$ cat config.mk
export PLATFORM = sky130hd
export DESIGN_NAME = pswal_divider
export DESIGN_NICKNAME = d
export VERILOG_FILES = /design/src/rtl/pswal_pkg.sv /design/src/rtl/pswal_cfg.sv /design/src/rtl/pswal_prescaler.sv /design/src/rtl/pswal_swallow.sv /design/src/rtl/pswal_progctr.sv /design/src/rtl/pswal_divider.sv
export SDC_FILE = /design/constraint.sdc
export NUM_CORES = 1
export LEC_CHECK = 0
export ABC_AREA = 1
export ABC_CLOCK_PERIOD_IN_PS = 4380
export CORE_MARGIN = 5
export CORE_UTILIZATION = 59
export DETAILED_ROUTE_END_ITERATION = 8
export PLACE_DENSITY_LB_ADDON = 0.08
export SYNTH_ARGS = -nofsm -noshare
export SYNTH_HDL_FRONTEND = slang
export SYNTH_SLANG_ARGS = --single-unit
$ cat constraint.sdc
create_clock -name clk -period 4.38 [get_ports clk]
set_input_delay 0.876 -clock clk [delete_from_list [all_inputs] [get_ports clk]]
set_output_delay 0.876 -clock clk [all_outputs]
set_load 0.01 [all_outputs]
$ cat src/rtl/pswal_pkg.sv
package pswal_pkg;

    // Widths of the counters and programmed fields
    localparam int P_W   = 7;
    localparam int S_W   = 6;
    localparam int PL_W  = P_W - 1;
    localparam int PRE_W = 6;

    typedef enum logic {
        BAND_LO = 1'b0,
        BAND_HI = 1'b1
    } band_e;

    // Configuration taken at a division-cycle boundary
    typedef struct packed {
        band_e            band;
        logic [P_W-1:0]   p_val;
        logic [S_W-1:0]   s_val;
        logic             s_over;
    } cfg_t;

    // Base prescaler ratio for a band
    function automatic int base_ratio(band_e b, int n_lo, int n_hi);
        return (b == BAND_HI) ? n_hi : n_lo;
    endfunction

    // Largest swallow count permitted in a band
    function automatic logic [S_W-1:0] swallow_limit(band_e b, int lim_lo, int lim_hi);
        return (b == BAND_HI) ? S_W'(lim_hi) : S_W'(lim_lo);
    endfunction

    // Reload value of the prescaler period counter (period length minus one)
    function automatic logic [PRE_W-1:0] period_reload(band_e b, logic swallowing,
                                                       int n_lo, int n_hi);
        int len;
        len = base_ratio(b, n_lo, n_hi) + (swallowing ? 1 : 0);
        return PRE_W'(len - 1);
    endfunction

endpackage

$ cat src/rtl/pswal_cfg.sv
module pswal_cfg
    import pswal_pkg::*;
#(
    parameter int S_LIM_LO = 31,
    parameter int S_LIM_HI = 47
) (
    input  logic              clk,
    input  logic              load,
    input  logic              band_in,
    input  logic [PL_W-1:0]   p_low,
    input  logic [S_W-1:0]    s_in,
    output cfg_t              ld_cfg,
    output band_e             band_q,
    output logic              err_q
);

    logic [S_W-1:0] lim;

    always_comb begin
        ld_cfg.band   = band_e'(band_in);
        ld_cfg.p_val  = {1'b1, p_low};
        lim           = swallow_limit(ld_cfg.band, S_LIM_LO, S_LIM_HI);
        ld_cfg.s_over = (s_in > lim);
        ld_cfg.s_val  = ld_cfg.s_over ? lim : s_in;
    end

    // Only the band and the error flag are needed after a load
    always_ff @(posedge clk) begin
        if (load) begin
            band_q <= ld_cfg.band;
            err_q  <= ld_cfg.s_over;
        end
    end

endmodule

$ cat src/rtl/pswal_prescaler.sv
module pswal_prescaler
    import pswal_pkg::*;
#(
    parameter int N_LO = 32,
    parameter int N_HI = 47
) (
    input  logic   clk,
    input  logic   rst,
    input  logic   load,
    input  band_e  ld_band,
    input  logic   ld_swallow,
    input  band_e  band_q,
    input  logic   more_swallow,
    output logic   period_end
);

    logic [PRE_W-1:0] pre_cnt;

    assign period_end = (pre_cnt == '0);

    always_ff @(posedge clk) begin
        if (load) begin
            pre_cnt <= period_reload(ld_band, ld_swallow, N_LO, N_HI);
        end else if (period_end) begin
            pre_cnt <= period_reload(band_q, more_swallow, N_LO, N_HI);
        end else begin
            pre_cnt <= pre_cnt - 1'b1;
        end
    end

    // A new period never lasts fewer than N_LO input cycles
    assert_period_len_R4: assert property (@(posedge clk) disable iff (rst)
        period_end |=> (pre_cnt >= PRE_W'(N_LO - 1)));

endmodule

$ cat src/rtl/pswal_swallow.sv
module pswal_swallow
    import pswal_pkg::*;
(
    input  logic            clk,
    input  logic            rst,
    input  logic            load,
    input  logic [S_W-1:0]  ld_s,
    input  logic            period_end,
    output logic            mod_ctl,
    output logic            more_swallow
);

    logic [S_W-1:0] scnt;

    assign mod_ctl      = (scnt == '0);
    assign more_swallow = (scnt > S_W'(1));

    always_ff @(posedge clk) begin
        if (load) begin
            scnt <= ld_s;
        end else if (period_end && !mod_ctl) begin
            scnt <= scnt - 1'b1;
        end
    end

    // The counter stays idle once swallowing is over
    assert_idle_R5: assert property (@(posedge clk) disable iff (rst)
        (mod_ctl && !load) |=> $stable(scnt));

endmodule

$ cat src/rtl/pswal_progctr.sv
module pswal_progctr
    import pswal_pkg::*;
(
    input  logic            clk,
    input  logic            rst,
    input  logic            load,
    input  logic [P_W-1:0]  ld_p,
    input  logic            period_end,
    output logic            at_zero
);

    logic [P_W-1:0] pcnt;

    assign at_zero = (pcnt == '0);

    always_ff @(posedge clk) begin
        if (load) begin
            pcnt <= ld_p - 1'b1;
        end else if (period_end) begin
            pcnt <= pcnt - 1'b1;
        end
    end

    // Counting only moves downward between loads
    assert_down_R1: assert property (@(posedge clk) disable iff (rst)
        (!load && period_end) |=> (pcnt < $past(pcnt)));

endmodule

$ cat src/rtl/pswal_divider.sv
module pswal_divider
    import pswal_pkg::*;
#(
    parameter int N_LO     = 32,
    parameter int N_HI     = 47,
    parameter int S_LIM_LO = 31,
    parameter int S_LIM_HI = 47
) (
    input  logic             clk,
    input  logic             rst,
    input  logic             band_hi,
    input  logic [PL_W-1:0]  p_low,
    input  logic [S_W-1:0]   s_val,
    output logic             div_out,
    output logic             mod_ctl,
    output logic             cfg_err
);

    cfg_t   ld_cfg;
    band_e  band_q;
    logic   period_end;
    logic   at_zero;
    logic   more_swallow;
    logic   strobe;
    logic   load;

    assign strobe  = period_end & at_zero;
    assign load    = rst | strobe;
    assign div_out = strobe;

    pswal_cfg #(
        .S_LIM_LO (S_LIM_LO),
        .S_LIM_HI (S_LIM_HI)
    ) u_cfg (
        .clk     (clk),
        .load    (load),
        .band_in (band_hi),
        .p_low   (p_low),
        .s_in    (s_val),
        .ld_cfg  (ld_cfg),
        .band_q  (band_q),
        .err_q   (cfg_err)
    );

    pswal_prescaler #(
        .N_LO (N_LO),
        .N_HI (N_HI)
    ) u_pre (
        .clk          (clk),
        .rst          (rst),
        .load         (load),
        .ld_band      (ld_cfg.band),
        .ld_swallow   (ld_cfg.s_val != '0),
        .band_q       (band_q),
        .more_swallow (more_swallow),
        .period_end   (period_end)
    );

    pswal_swallow u_swl (
        .clk          (clk),
        .rst          (rst),
        .load         (load),
        .ld_s         (ld_cfg.s_val),
        .period_end   (period_end),
        .mod_ctl      (mod_ctl),
        .more_swallow (more_swallow)
    );

    pswal_progctr u_prg (
        .clk        (clk),
        .rst        (rst),
        .load       (load),
        .ld_p       (ld_cfg.p_val),
        .period_end (period_end),
        .at_zero    (at_zero)
    );

    // Output pulse is a single cycle wide
    assert_pulse_single_R3: assert property (@(posedge clk) disable iff (rst)
        div_out |=> !div_out);

    // A boundary restores the larger modulus unless S is zero
    assert_restart_R6: assert property (@(posedge clk) disable iff (rst)
        div_out |=> (mod_ctl == ($past(ld_cfg.s_val) == '0)));

    // Outputs are low during reset after the first edge
    assert_reset_quiet_R8: assert property (@(posedge clk)
        $past(rst) |-> !div_out);

endmodule

* Yosys cells after proc, flatten, opt, wreduce, memory -nomap -nowiden
Cells that the tools add are included.
** Word-level totals
- Register bits after elaboration :: 21
- Input bits :: 15
- Output and inout port bits :: 3
- Logic and storage cells :: 37
** Operators by class
- Add/sub/neg operators :: 8
- Order comparisons :: 2
- Mux-type cells :: 12
- Bitwise logic cells :: 2
- Reduce and logical (&&, ||, !) cells :: 8
** Operator list (number)
- $mux W6 :: 6
- $mux W7 :: 2
- $sub A7 B1 Y7 const B :: 2
- $add A6 B6 Y6 :: 2
- $logic_not A6 Y1 :: 2
- $sub A6 B1 Y6 const B :: 2
- $sub A6 B2 Y6 const B :: 2
- $mux W4 :: 2
- $logic_not A7 Y1 :: 1
- $gt A6 B1 Y1 const B :: 1
- $gt A6 B6 Y1 :: 1
- $reduce_bool A6 Y1 :: 1
- $reduce_bool A2 Y1 :: 2
- $mux W1 :: 2
- $and A1 B1 Y1 :: 1
- $logic_and A1 B1 Y1 :: 1
- $logic_not A1 Y1 :: 1
- $or A1 B1 Y1 :: 1

* Longest topological paths before layout
Gate-level depths: netlist of run 1.
- Depth after elaboration :: 8
- Gate-level depth with buffers :: 15
- Mapped depth without buffers :: 14

* Modules after synthesis
A second synthesis of run 1 with hierarchy kept.
** Unflattened totals
- Cells, all modules :: 240
- Area, all modules :: 1714.1 sq um
** By module, submodules not included
- pswal_progctr :: instances 1, cells an instance 70, area each 513.0 sq um, seq. area each 210.2 sq um
- pswal_prescaler :: instances 1, cells an instance 74, area each 501.7 sq um, seq. area each 120.1 sq um
- pswal_swallow :: instances 1, cells an instance 51, area each 409.1 sq um, seq. area each 180.2 sq um
- pswal_cfg :: instances 1, cells an instance 37, area each 259.0 sq um, seq. area each 60.1 sq um
- pswal_divider :: instances 1, cells an instance 8, area each 31.3 sq um, seq. area each 0.0 sq um

* Worst setup path before layout of run 1
OpenSTA, ideal clock, no wires.
- Path kind :: input to register
- Start :: input band_hi
- End :: register u_pre.pre_cnt[0]
- Library setup time :: 0.119 ns
- Arrival time :: 2.288 ns
- Data required time :: 4.261 ns
- Path slack :: 1.972 ns
- Cell stages on the path :: 12
- Path buffers :: 0
- Cell sequence :: inv_1 > ha_1 > a21oi_1 > inv_1 > o21ai_1 > inv_1 > or2_1 > nor2_1 > nand3_1 > ha_1 > nand2_1 > o21ai_1
** RTL lines
- start, declared :: RTL line pswal_divider.sv:11 : input logic band_hi,
- end signal, assigned :: RTL line pswal_prescaler.sv:23 : pre_cnt <= period_reload(ld_band, ld_swallow, N_LO, N_HI);
- end signal, assigned :: RTL line pswal_prescaler.sv:25 : pre_cnt <= period_reload(band_q, more_swallow, N_LO, N_HI);
- end signal, assigned :: RTL line pswal_prescaler.sv:27 : pre_cnt <= pre_cnt - 1'b1;
- end, declared :: RTL line pswal_prescaler.sv:17 : logic [PRE_W-1:0] pre_cnt;

* Worst setup path in the final report of run 1
- Start :: register u_swl.scnt[0]
- End :: output mod_ctl
** On the way
- Cells in the longest elaborated chain, start to end :: 1
** RTL lines
- start, declared :: RTL line pswal_swallow.sv:13 : logic [S_W-1:0] scnt;
- start signal, assigned :: RTL line pswal_swallow.sv:20 : scnt <= ld_s;
- start signal, assigned :: RTL line pswal_swallow.sv:22 : scnt <= scnt - 1'b1;
- $logic_not A6 Y1 :: RTL line pswal_swallow.sv:15 : assign mod_ctl = (scnt == '0);
- end, declared :: RTL line pswal_divider.sv:15 : output logic mod_ctl,
No other way between the ends.

==> results of run 1 <==
## worst max path at each step
stage                            end  slack [ns]          start  depth (start not counted)
finish                       mod_ctl        1.44  u_swl.scnt[0]                          5
global route                 mod_ctl        1.28  u_swl.scnt[0]                          5
CTS                          mod_ctl        1.42  u_swl.scnt[0]                          5
detailed placement  u_pre.pre_cnt[2]        1.23        band_hi                         14
global placement    u_pre.pre_cnt[0]        1.27        band_hi                         13
floorplan           u_pre.pre_cnt[0]        1.97        band_hi                         12
## final cells by class
type / count / area share
multi-input cells: 135 / 0.468
inverters: 27 / 0.0595
flip-flops and latches: 21 / 0.335
repair buffers: 17 / 0.0999
clock buffers: 4 / 0.0154
well taps: 30 / 0.0220
## power groups by stage
stage / Sequential, W / Clock (W) / Combinational [W]
6_report: 0.000251 / 0.0000917 / 0.000112
2_1_floorplan: 0.000252 / 0 / 0.0000809
4_1_cts: 0.000251 / 0.0000957 / 0.000113
3_5_place_dp: 0.000255 / 0 / 0.000112
5_1_grt: 0.000254 / 0.000106 / 0.000129
3_3_place_gp: 0.000254 / 0 / 0.000107
## per-stage QoR
stage	area, um2	util	hold slack (ns)
2_1_floorplan	1490	-	0.535
3_3_place_gp	1680	0.683	0.552
3_5_place_dp	1680	0.683	0.569
4_1_cts	1700	0.694	0.585
5_1_grt	1700	0.694	0.609
6_report	1700	0.694	0.587
## flip-flops by register name, indices dropped and copies added (netlist names)
| signal | flops |
|---|---|
| u_prg.pcnt | 7 |
| u_cfg.band_q | 1 |
| u_cfg.err_q | 1 |
| u_pre.pre_cnt | 6 |
| u_swl.scnt | 6 |
## kinds of logic (layout without fill, tap and decap cells)
logic type | count (synthesis) | in the layout | synth area share
AO/OA/AOI/OAI | 25 | 25 | 0.0913
XOR/XNOR | 8 | 8 | 0.0469
adder cells (fa/ha/maj) | 13 | 13 | 0.109
buffers and inverters | 30 | 48 | 0.0846
flip-flops | 21 | 21 | 0.382
multiplexers | 1 | 1 | 0.00670
AND/OR/NAND/NOR | 88 | 88 | 0.280
## cells in the mapped netlist
master     n  area (um2)
nand2_1   42         158
inv_1     25        93.8
nor2_1    18        67.6
edfxtp_1  15         450
ha_1      13         163
o21ai_1   13        65.1
nand3_1    9        45.0
o21ai_0    7        35.0
dfxtp_1    6         120
nand2_2    4        25.0
xnor2_1    4        35.0
xor2_1     4        35.0
nor3_1     3        15.0
buf_2      2        10.0
inv_2      2        7.51
nand2_4    2        22.5
nand3b_1   2        15.0
nand4_1    2        12.5
o21ai_2    2        17.5
or2_1      2        12.5
a21oi_1    1        5.00
a31oi_1    1        6.26
buf_8      1        15.0
mux2i_1    1        10.0
nand3_2    1        10.0
nor2_8     1        20.0
o21bai_1   1        7.51
or2_0      1        6.26
or2_4      1        8.76
## layout by cell type (no fill, tap or decap), types with 2 or more instances in the layout
cell,synthesis,routed
clkbuf_4,0,3
inv_2,2,2
nor3_1,3,3
nand2_2,4,4
or2_1,2,2
inv_1,25,25
o21ai_2,2,2
edfxtp_1,15,15
nand2_4,2,2
nand2_1,42,42
o21ai_1,13,13
xnor2_1,4,4
o21ai_0,7,7
nor2_1,18,18
nand4_1,2,2
nand3_1,9,9
ha_1,13,13
clkdlybuf4s50_1,0,17
nand3b_1,2,2
xor2_1,4,4
dfxtp_1,6,6
## worst max-delay path, stage by stage (launching register included)
cell	delay (ns)
edfxtp_1	0.44
inv_1	0.10
ha_1	0.18
nand2_1	0.09
nor3_1	0.33
clkdlybuf4s50_1	0.63
## layer usage
| layer | vias to the layer above | routed length (um) | share of wire |
|---|---|---|---|
| li1 | 640 | - | - |
| met1 | 544 | 1330 | 0.48 |
| met2 | 34 | 1290 | 0.46 |
| met3 | 0 | 163 | 0.059 |
| met4 | 0 | 0 | 0 |
| met5 | - | 0 | 0 |
==> reports/results.ini, run 1 <==
[pwr]
pwr-share-seq=0.551
ir_drop_mv=0.241
power_switching_w=0.000133
swShare=0.292
p_leak_nw=0.820
p_int_w=0.000322
power_frac_comb=0.247
power_frac_clock=0.202
p_per_area_nw_per_um2=267
power_w=0.000455

[cells_and_area]
n_fill_cell=212
area_growth_pct=14.0
seq_area_um2=571
nets=233
layout.cells.non_filler=234
multi_input_area_um2=797
drive_gt1_frac=0.0784
diodes=0

[yosys]
ys_seq_area_frac=0.382
syn_avg_cell_area_um2=8.03
ys_warn_count=0
netlist_area_um2=1490
yosysUniqueCellTypes=29
synth_fp_nets=214
synth_cells=186
ys_ff_latch=21

[global_route]
grt_overflow_total=0
grt_util_all_layers=0.171
grt-busiest-layer=met1
grt_use_met2=0.255
grt_pass1_vias=1093
grt_use_met3=0.0324
grtUsageMet1=0.260
antenna_found_initial=0
grt_max_degree=33
grt_pass1_wl_um=4760

[route]
drc=0
via_count=1218
drt_iter0_markers=72
vias_per_cell=5.21
wl_per_cell_um=11.9
ant_nets=0
firstDrtPassIters=4
routed_wirelength_um=2790

[worst_setup_path]
crit_path_end_kind=output port
cp_max_fo=3
crit_arrival_ns=2.07
cp-start-kind=flop
regToRegStartpoint=u_pre.pre_cnt[0]
crit_required_ns=3.50
setup.worst_path.class=flop to output port
r2r_slack_ns=2.03
reg2reg_to=u_prg.pcnt[4]
reg2reg_depth=13

[timing]
final-hold-violation-count=0
fin_skew_ns=0.00227
final-setup-viol-count=0
fmax_ghz=0.340
fin_crit_sh=0.672
rsz0062_at_grt=false
fin_tns_setup_ns=0
worst_pin_slew_ns=0.770
drv_slew=0
min_period_ns=2.94
setup_ws_ns=1.44
max-slew-margin-rel=0.481

[worst_hold_path]
min_to=u_pre.pre_cnt[1]
whs_path_depth=3
hold_start=u_pre.pre_cnt[1]
hold_path.class=flop to flop

[floorplan]
start_util=0.609
die_w_um=60.3
die_area_um2=3640
coreArea_um2=2450
ios=18
rows=18
die_h_um=60.3

[placement]
dp.cells=230
dpl_worst_slack_ns=1.23
gp_congestion=0.798
dp_hpwl_um=2200
port_buffers=17

[cts]
ctsResizeCount=0
postCtsSetupRepairBufs=0
cts.sinks=21
clock_latency_ns=0.30
clk_pin_slew_ns=0.11
clock-root-buffer=clkbuf_4
holdBufCountCts=0
htreeDepth=1
numCtsBuffers=3
cts_max_path_buffers=2
cts_tree=done

[outcome]
status=complete, no violations

[run]
maxCapViolations=0

Power figures use the tool's default switching activity.
==> run 2: changes to the inputs <==
ABC_CLOCK_PERIOD_IN_PS = 2570   (was 4380)
CORE_UTILIZATION = 50   (was 59)
clock period = 2.57 ns   (was 4.38 ns; I/O delays follow)
==> run 2 against run 1 <==
  * Worst setup slack got worse by 1.3 ns
  * Critical path depth unchanged
  * Total power increased by 73%
  * Clock-buffer cell count unchanged
  * Worst hold slack improved by 0.0025 ns
  * Sequential power increased by 70%
  * Final area increased by 3.0%
  * Combinational power increased by 79%
  * Core utilization decreased by 6.8 points
  * Global-route usage decreased by 2.4 points
  * Sequential cell count unchanged
  * First-iteration DRC count decreased by 49%
  * Critical path type unchanged
  * Critical endpoint unchanged
  * Largest power group unchanged
  * Highest routed layer is now met4
==> reports/results.ini, run 2 (same netlist as run 1, synthesis figures left out) <==
[cts]
cts.sinks=21  ; unchanged
htreeDepth=1  ; unchanged
clock-root-buffer=clkbuf_4
cts_max_path_buffers=2  ; unchanged
clk_pin_slew_ns=0.12  ; about the same
holdBufCountCts=0  ; unchanged
clock_latency_ns=0.29  ; about the same
cts_tree=done
numCtsBuffers=3  ; unchanged

[worst_setup_path]
crit_required_ns=2.06  ; -1.44 ns
max_stage_delay_ns=0.58  ; -0.05 ns
crit_arrival_ns=1.91  ; -0.16 ns
r2r_slack_ns=0.33  ; -1.70 ns
crit_path_end_kind=output port
setup.worst_path.class=flop to output port
reg2reg_depth=13  ; unchanged
regToRegStartpoint=u_pre.pre_cnt[0]
cp_max_fo=3  ; unchanged
worstPathCellList=inv_1 > ha_1 > nand2_1 > nor3_2 > clkdlybuf4s50_1
reg2reg_to=u_prg.pcnt[4]
cp-start-kind=flop
crit_slowest_cell=clkdlybuf4s50_1

[pwr]
p_leak_nw=0.850  ; +3.8%
ir_drop_mv=0.310  ; +29%
p_per_area_nw_per_um2=448  ; +68%

[timing]
min_period_ns=2.42
final-setup-viol-count=0  ; unchanged
fin_crit_sh=0.942
fin_skew_ns=0.00135  ; -0.000918 ns
max-slew-margin-rel=0.471  ; -0.00981
hold_ws_ns=0.590  ; +0.00254 ns
fmax_ghz=0.413
drv_slew=0  ; unchanged
final-hold-violation-count=0  ; unchanged
fin_tns_setup_ns=0  ; unchanged
worst_pin_slew_ns=0.785  ; +0.0146 ns
rsz0062_at_grt=false

[floorplan]
ios=18  ; unchanged
start_util=0.533  ; -0.0760
coreArea_um2=2810  ; +14%
die_w_um=64.7  ; +7.2%
die_h_um=64.7  ; +7.2%
die_area_um2=4180  ; +15%
rows=19  ; +1

[route]
routed_wirelength_um=2910  ; +4.4%
drt_iter0_markers=37  ; -49%
firstDrtPassIters=4  ; unchanged
vias_per_cell=5.10  ; -2.0%
ant_nets=0  ; unchanged
via_count=1229  ; +0.90%
wl_per_cell_um=12.1  ; +1.4%
drc=0  ; unchanged

[worst_hold_path]
whs_path_depth=2  ; -1
hold_start=u_pre.pre_cnt[2]
min_to=u_pre.pre_cnt[2]
hold_path.class=flop to flop

[run]
maxCapViolations=0  ; unchanged

[global_route]
grt_overflow_total=0  ; unchanged
grt_max_degree=21  ; -36%
grt_pass1_vias=1134  ; +3.8%
grt_pass1_wl_um=4890  ; +2.6%
grt_util_all_layers=0.147  ; -0.0237
antenna_found_initial=0  ; unchanged

[cells_and_area]
reg_top3=u_prg.pcnt x7, u_pre.pre_cnt x6, u_swl.scnt x6
layout.cells.non_filler=241  ; +3.0%
final_common_cell=nand2_1
drive_gt1_frac=0.110  ; +0.0311
largest_reg_flops=7  ; unchanged
diodes=0  ; unchanged
final_cell_mix=nand2_1 (42), inv_1 (25), nor2_1 (18)
area_growth_pct=17.4
max_flop_register=u_prg.pcnt
nets=239  ; +2.6%

[placement]
gp_congestion=0.838  ; +5.0%
dp.cells=237  ; +3.0%
dp_hpwl_um=2330  ; +5.9%
port_buffers=17  ; unchanged

[outcome]
status=complete, no violations

## run 2: worst max path at each step
stage                      from                to  slack (ns)  cells past startpoint
6_report          u_swl.scnt[0]           mod_ctl        0.15                      5
3_3_place_gp            band_hi  u_pre.pre_cnt[0]        0.03                     13
4_1_cts           u_swl.scnt[0]           mod_ctl       0.006                      5
2_1_floorplan           band_hi  u_pre.pre_cnt[0]        0.52                     12
3_5_place_dp            band_hi  u_pre.pre_cnt[0]       0.002                     13
5_1_grt        u_pre.pre_cnt[0]           div_out       0.007                      7
## run 2: timing repair
item,in CTS,in global routing
setup endpoints to repair,0,1
setup buffers,0,0
resized for setup,0,1
## run 2: area by class of cell
| type | count | area [um2] |
|---|---|---|
| sequential | 21 | 571 |
| timing repair buffer | 23 | 215 |
| clock buffer | 4 | 26.3 |
| inverter | 27 | 101 |
| multi-input combinational | 135 | 802 |
| fill | 245 | 1050 |
| tap | 31 | 38.8 |
## run 2: power by group
part | internal [W] | switching (W)
Combinational | 0.0000919 | 0.000109
Sequential | 0.000404 | 0.0000231
Clock | 0.0000603 | 0.0000984
Total | 0.000557 | 0.000230
## run 2: per-stage QoR
step	worst slack [ns]	utilization	power [W]	instance area, um2
after floorplan	0.524	-	0.000568	1490
after global placement	0.0313	0.614	0.000625	1720
after detailed placement	0.00246	0.614	0.000635	1720
after CTS	0.00641	0.624	0.000793	1750
after global routing	0.00666	0.625	0.000845	1750
final	0.149	0.625	0.000787	1750
## run 2: metal layers
metal  GRT usage  wire [um]  vias up
met5           0          0        -
met2       0.249       1410       19
li1            -          -      653
met1       0.192       1360      553
met3      0.0276        107        4
met4      0.0449         33        0
## run 2: critical path, delay by kind of cell (launching register included)
kind                     cells  cell delay (ns)
adder cells (fa/ha/maj)      1             0.18
AND/OR/NAND/NOR              2             0.31
buffers and inverters        2             0.68
flip-flops                   1             0.44
==> run 3: changes to the inputs <==
SLEW_MARGIN = 40   (was not set)
==> run 3 against run 2 <==
  * Sequential cell count is the same
  * Combinational power is essentially flat
  * Core utilization grew 0.22 points
  * Clock skew shrank 0.00055 ns
  * Final area grew 0.36%
  * Critical endpoint unchanged
==> reports/results.ini, run 3 (same netlist as run 1, synthesis figures left out) <==
[cts]
postCtsSetupRepairBufs=0  ; unchanged
ctsResizeCount=0  ; unchanged
cts_max_path_buffers=2  ; unchanged
clk_pin_slew_ns=0.12  ; about the same
cts_tree=done
holdBufCountCts=0  ; unchanged
htreeDepth=1  ; unchanged
clock-root-buffer=clkbuf_4
cts.sinks=21  ; unchanged
clock_latency_ns=0.29  ; about the same
numCtsBuffers=3  ; unchanged

[timing]
worst_pin_slew_ns=0.505  ; -0.279 ns
fin_crit_sh=0.932  ; -0.0100
fin_tns_setup_ns=0  ; unchanged
rsz0062_at_grt=false
fmax_ghz=0.417  ; +1.1%
min_period_ns=2.40  ; -0.0257 ns
final-setup-viol-count=0  ; unchanged
final-hold-violation-count=0  ; unchanged
hold_ws_ns=0.590  ; +0.0000440 ns
max-slew-margin-rel=0.661  ; +0.189
setup_ws_ns=0.175  ; +0.0257 ns
fin_skew_ns=0.000804  ; -0.000550 ns
drv_slew=0  ; unchanged

[route]
routed_wirelength_um=2890  ; -0.72%
vias_per_cell=5.12  ; +0.33%
wl_per_cell_um=12.0  ; -0.72%
firstDrtPassIters=4  ; unchanged
ant_nets=0  ; unchanged
drt_iter0_markers=35  ; -5.4%
drc=0  ; unchanged
via_count=1233  ; +0.33%

[global_route]
grt_pass1_wl_um=4890  ; unchanged
grt_max_degree=21  ; unchanged
antenna_found_initial=0  ; unchanged
grt_overflow_total=0  ; unchanged
grt_pass1_vias=1134  ; unchanged
grt_util_all_layers=0.147  ; unchanged

[pwr]
p_leak_nw=0.852  ; +0.21%
p_per_area_nw_per_um2=447  ; -0.22%
ir_drop_mv=0.310  ; about the same

[floorplan]
die_area_um2=4180  ; unchanged
die_h_um=64.7  ; unchanged
ios=18  ; unchanged
rows=19  ; unchanged
die_w_um=64.7  ; unchanged
coreArea_um2=2810  ; unchanged
start_util=0.533  ; unchanged

[cells_and_area]
layout.cells.non_filler=241  ; unchanged
reg_top3=u_prg.pcnt x7, u_pre.pre_cnt x6, u_swl.scnt x6
n_fill_cell=246  ; +0.41%
nets=239  ; unchanged
drive_gt1_frac=0.110  ; unchanged
max_flop_register=u_prg.pcnt
diodes=0  ; unchanged
final_area_um2=1760  ; +0.36%
largest_reg_flops=7  ; unchanged
final_common_cell=nand2_1
area_growth_pct=17.8
final_cell_mix=nand2_1 (42), inv_1 (25), nor2_1 (18)

[placement]
gp_congestion=0.838  ; unchanged
place_area_um2=1720  ; unchanged
dp.cells=237  ; unchanged
dp_hpwl_um=2330  ; unchanged
dpl_worst_slack_ns=0.00246  ; unchanged
port_buffers=17  ; unchanged

[worst_setup_path]
worstPathCellList=inv_1 > ha_1 > nand2_1 > nor3_4 > clkdlybuf4s50_1
crit_path_end=mod_ctl
reg2reg_to=u_prg.pcnt[4]
cp_max_fo=3  ; unchanged
path_depth=5  ; unchanged
crit_path_end_kind=output port
reg2reg_depth=13  ; unchanged
crit_slowest_cell=clkdlybuf4s50_1
setup.worst_path.class=flop to output port
crit_arrival_ns=1.88  ; -0.03 ns
crit_buf_inv=2  ; unchanged
r2r_slack_ns=0.33  ; about the same
cp-start-kind=flop
max_stage_delay_ns=0.57  ; about the same
path_delay_family=buffers and inverters
regToRegStartpoint=u_pre.pre_cnt[0]
crit_required_ns=2.06  ; about the same
crit_start=u_swl.scnt[0]

[outcome]
status=complete, no violations

[worst_hold_path]
hold_path.class=flop to flop

[run]
maxCapViolations=0  ; unchanged

==> run 3: cell counts in the layout (fill, tap and decap cells not counted) <==
No cell type changed its count.
==> run 3: final cells by class <==
type                       count  area (um2)  area share
tap                           31        38.8      0.0220
multi-input combinational    135         808       0.459
inverter                      27         101      0.0576
timing repair buffer          23         215       0.122
clock buffer                   4        26.3      0.0149
sequential                    21         571       0.324
==> run 3: worst min path at each step <==
stage                     start                to  slack (ns)  cells after the start
2_1_floorplan  u_pre.pre_cnt[4]  u_pre.pre_cnt[4]        0.54                      2
3_3_place_gp   u_pre.pre_cnt[2]  u_pre.pre_cnt[2]        0.55                      2
3_5_place_dp   u_pre.pre_cnt[2]  u_pre.pre_cnt[2]        0.58                      2
4_1_cts        u_pre.pre_cnt[2]  u_pre.pre_cnt[2]        0.59                      2
5_1_grt        u_pre.pre_cnt[4]  u_pre.pre_cnt[4]        0.63                      2
6_report       u_pre.pre_cnt[2]  u_pre.pre_cnt[2]        0.59                      2
==> run 3: through the flow <==
| stage | total power, W | utilization |
|---|---|---|
| final | 0.000788 | 0.628 |
| after global routing | 0.000846 | 0.628 |
| after CTS | 0.000793 | 0.624 |
| after detailed placement | 0.000635 | 0.614 |
| after global placement | 0.000625 | 0.614 |
| after floorplan | 0.000568 | - |
==> run 3: power breakdown <==
group | switching (W) | internal, W | total (W)
registers | 0.0000240 | 0.000404 | 0.000428
clock network | 0.0000982 | 0.0000603 | 0.000158
logic | 0.000109 | 0.0000922 | 0.000201
total | 0.000231 | 0.000557 | 0.000788
==> run 3: tightest hold or removal path, cell delays in order, from the launching register on <==
cell and delay [ns]:
dfxtp_1 0.35, xnor2_1 0.16, o21ai_1 0.05
==> run 3: metal layers <==
layer / share of wire / wire length [um] / up-vias / GRT usage
met4: 0.011 / 33 / 0 / 0.0449
met1: 0.46 / 1340 / 560 / 0.192
met3: 0.036 / 103 / 4 / 0.0276
li1: - / - / 652 / -
met2: 0.49 / 1410 / 17 / 0.249
met5: 0 / 0 / - / 0
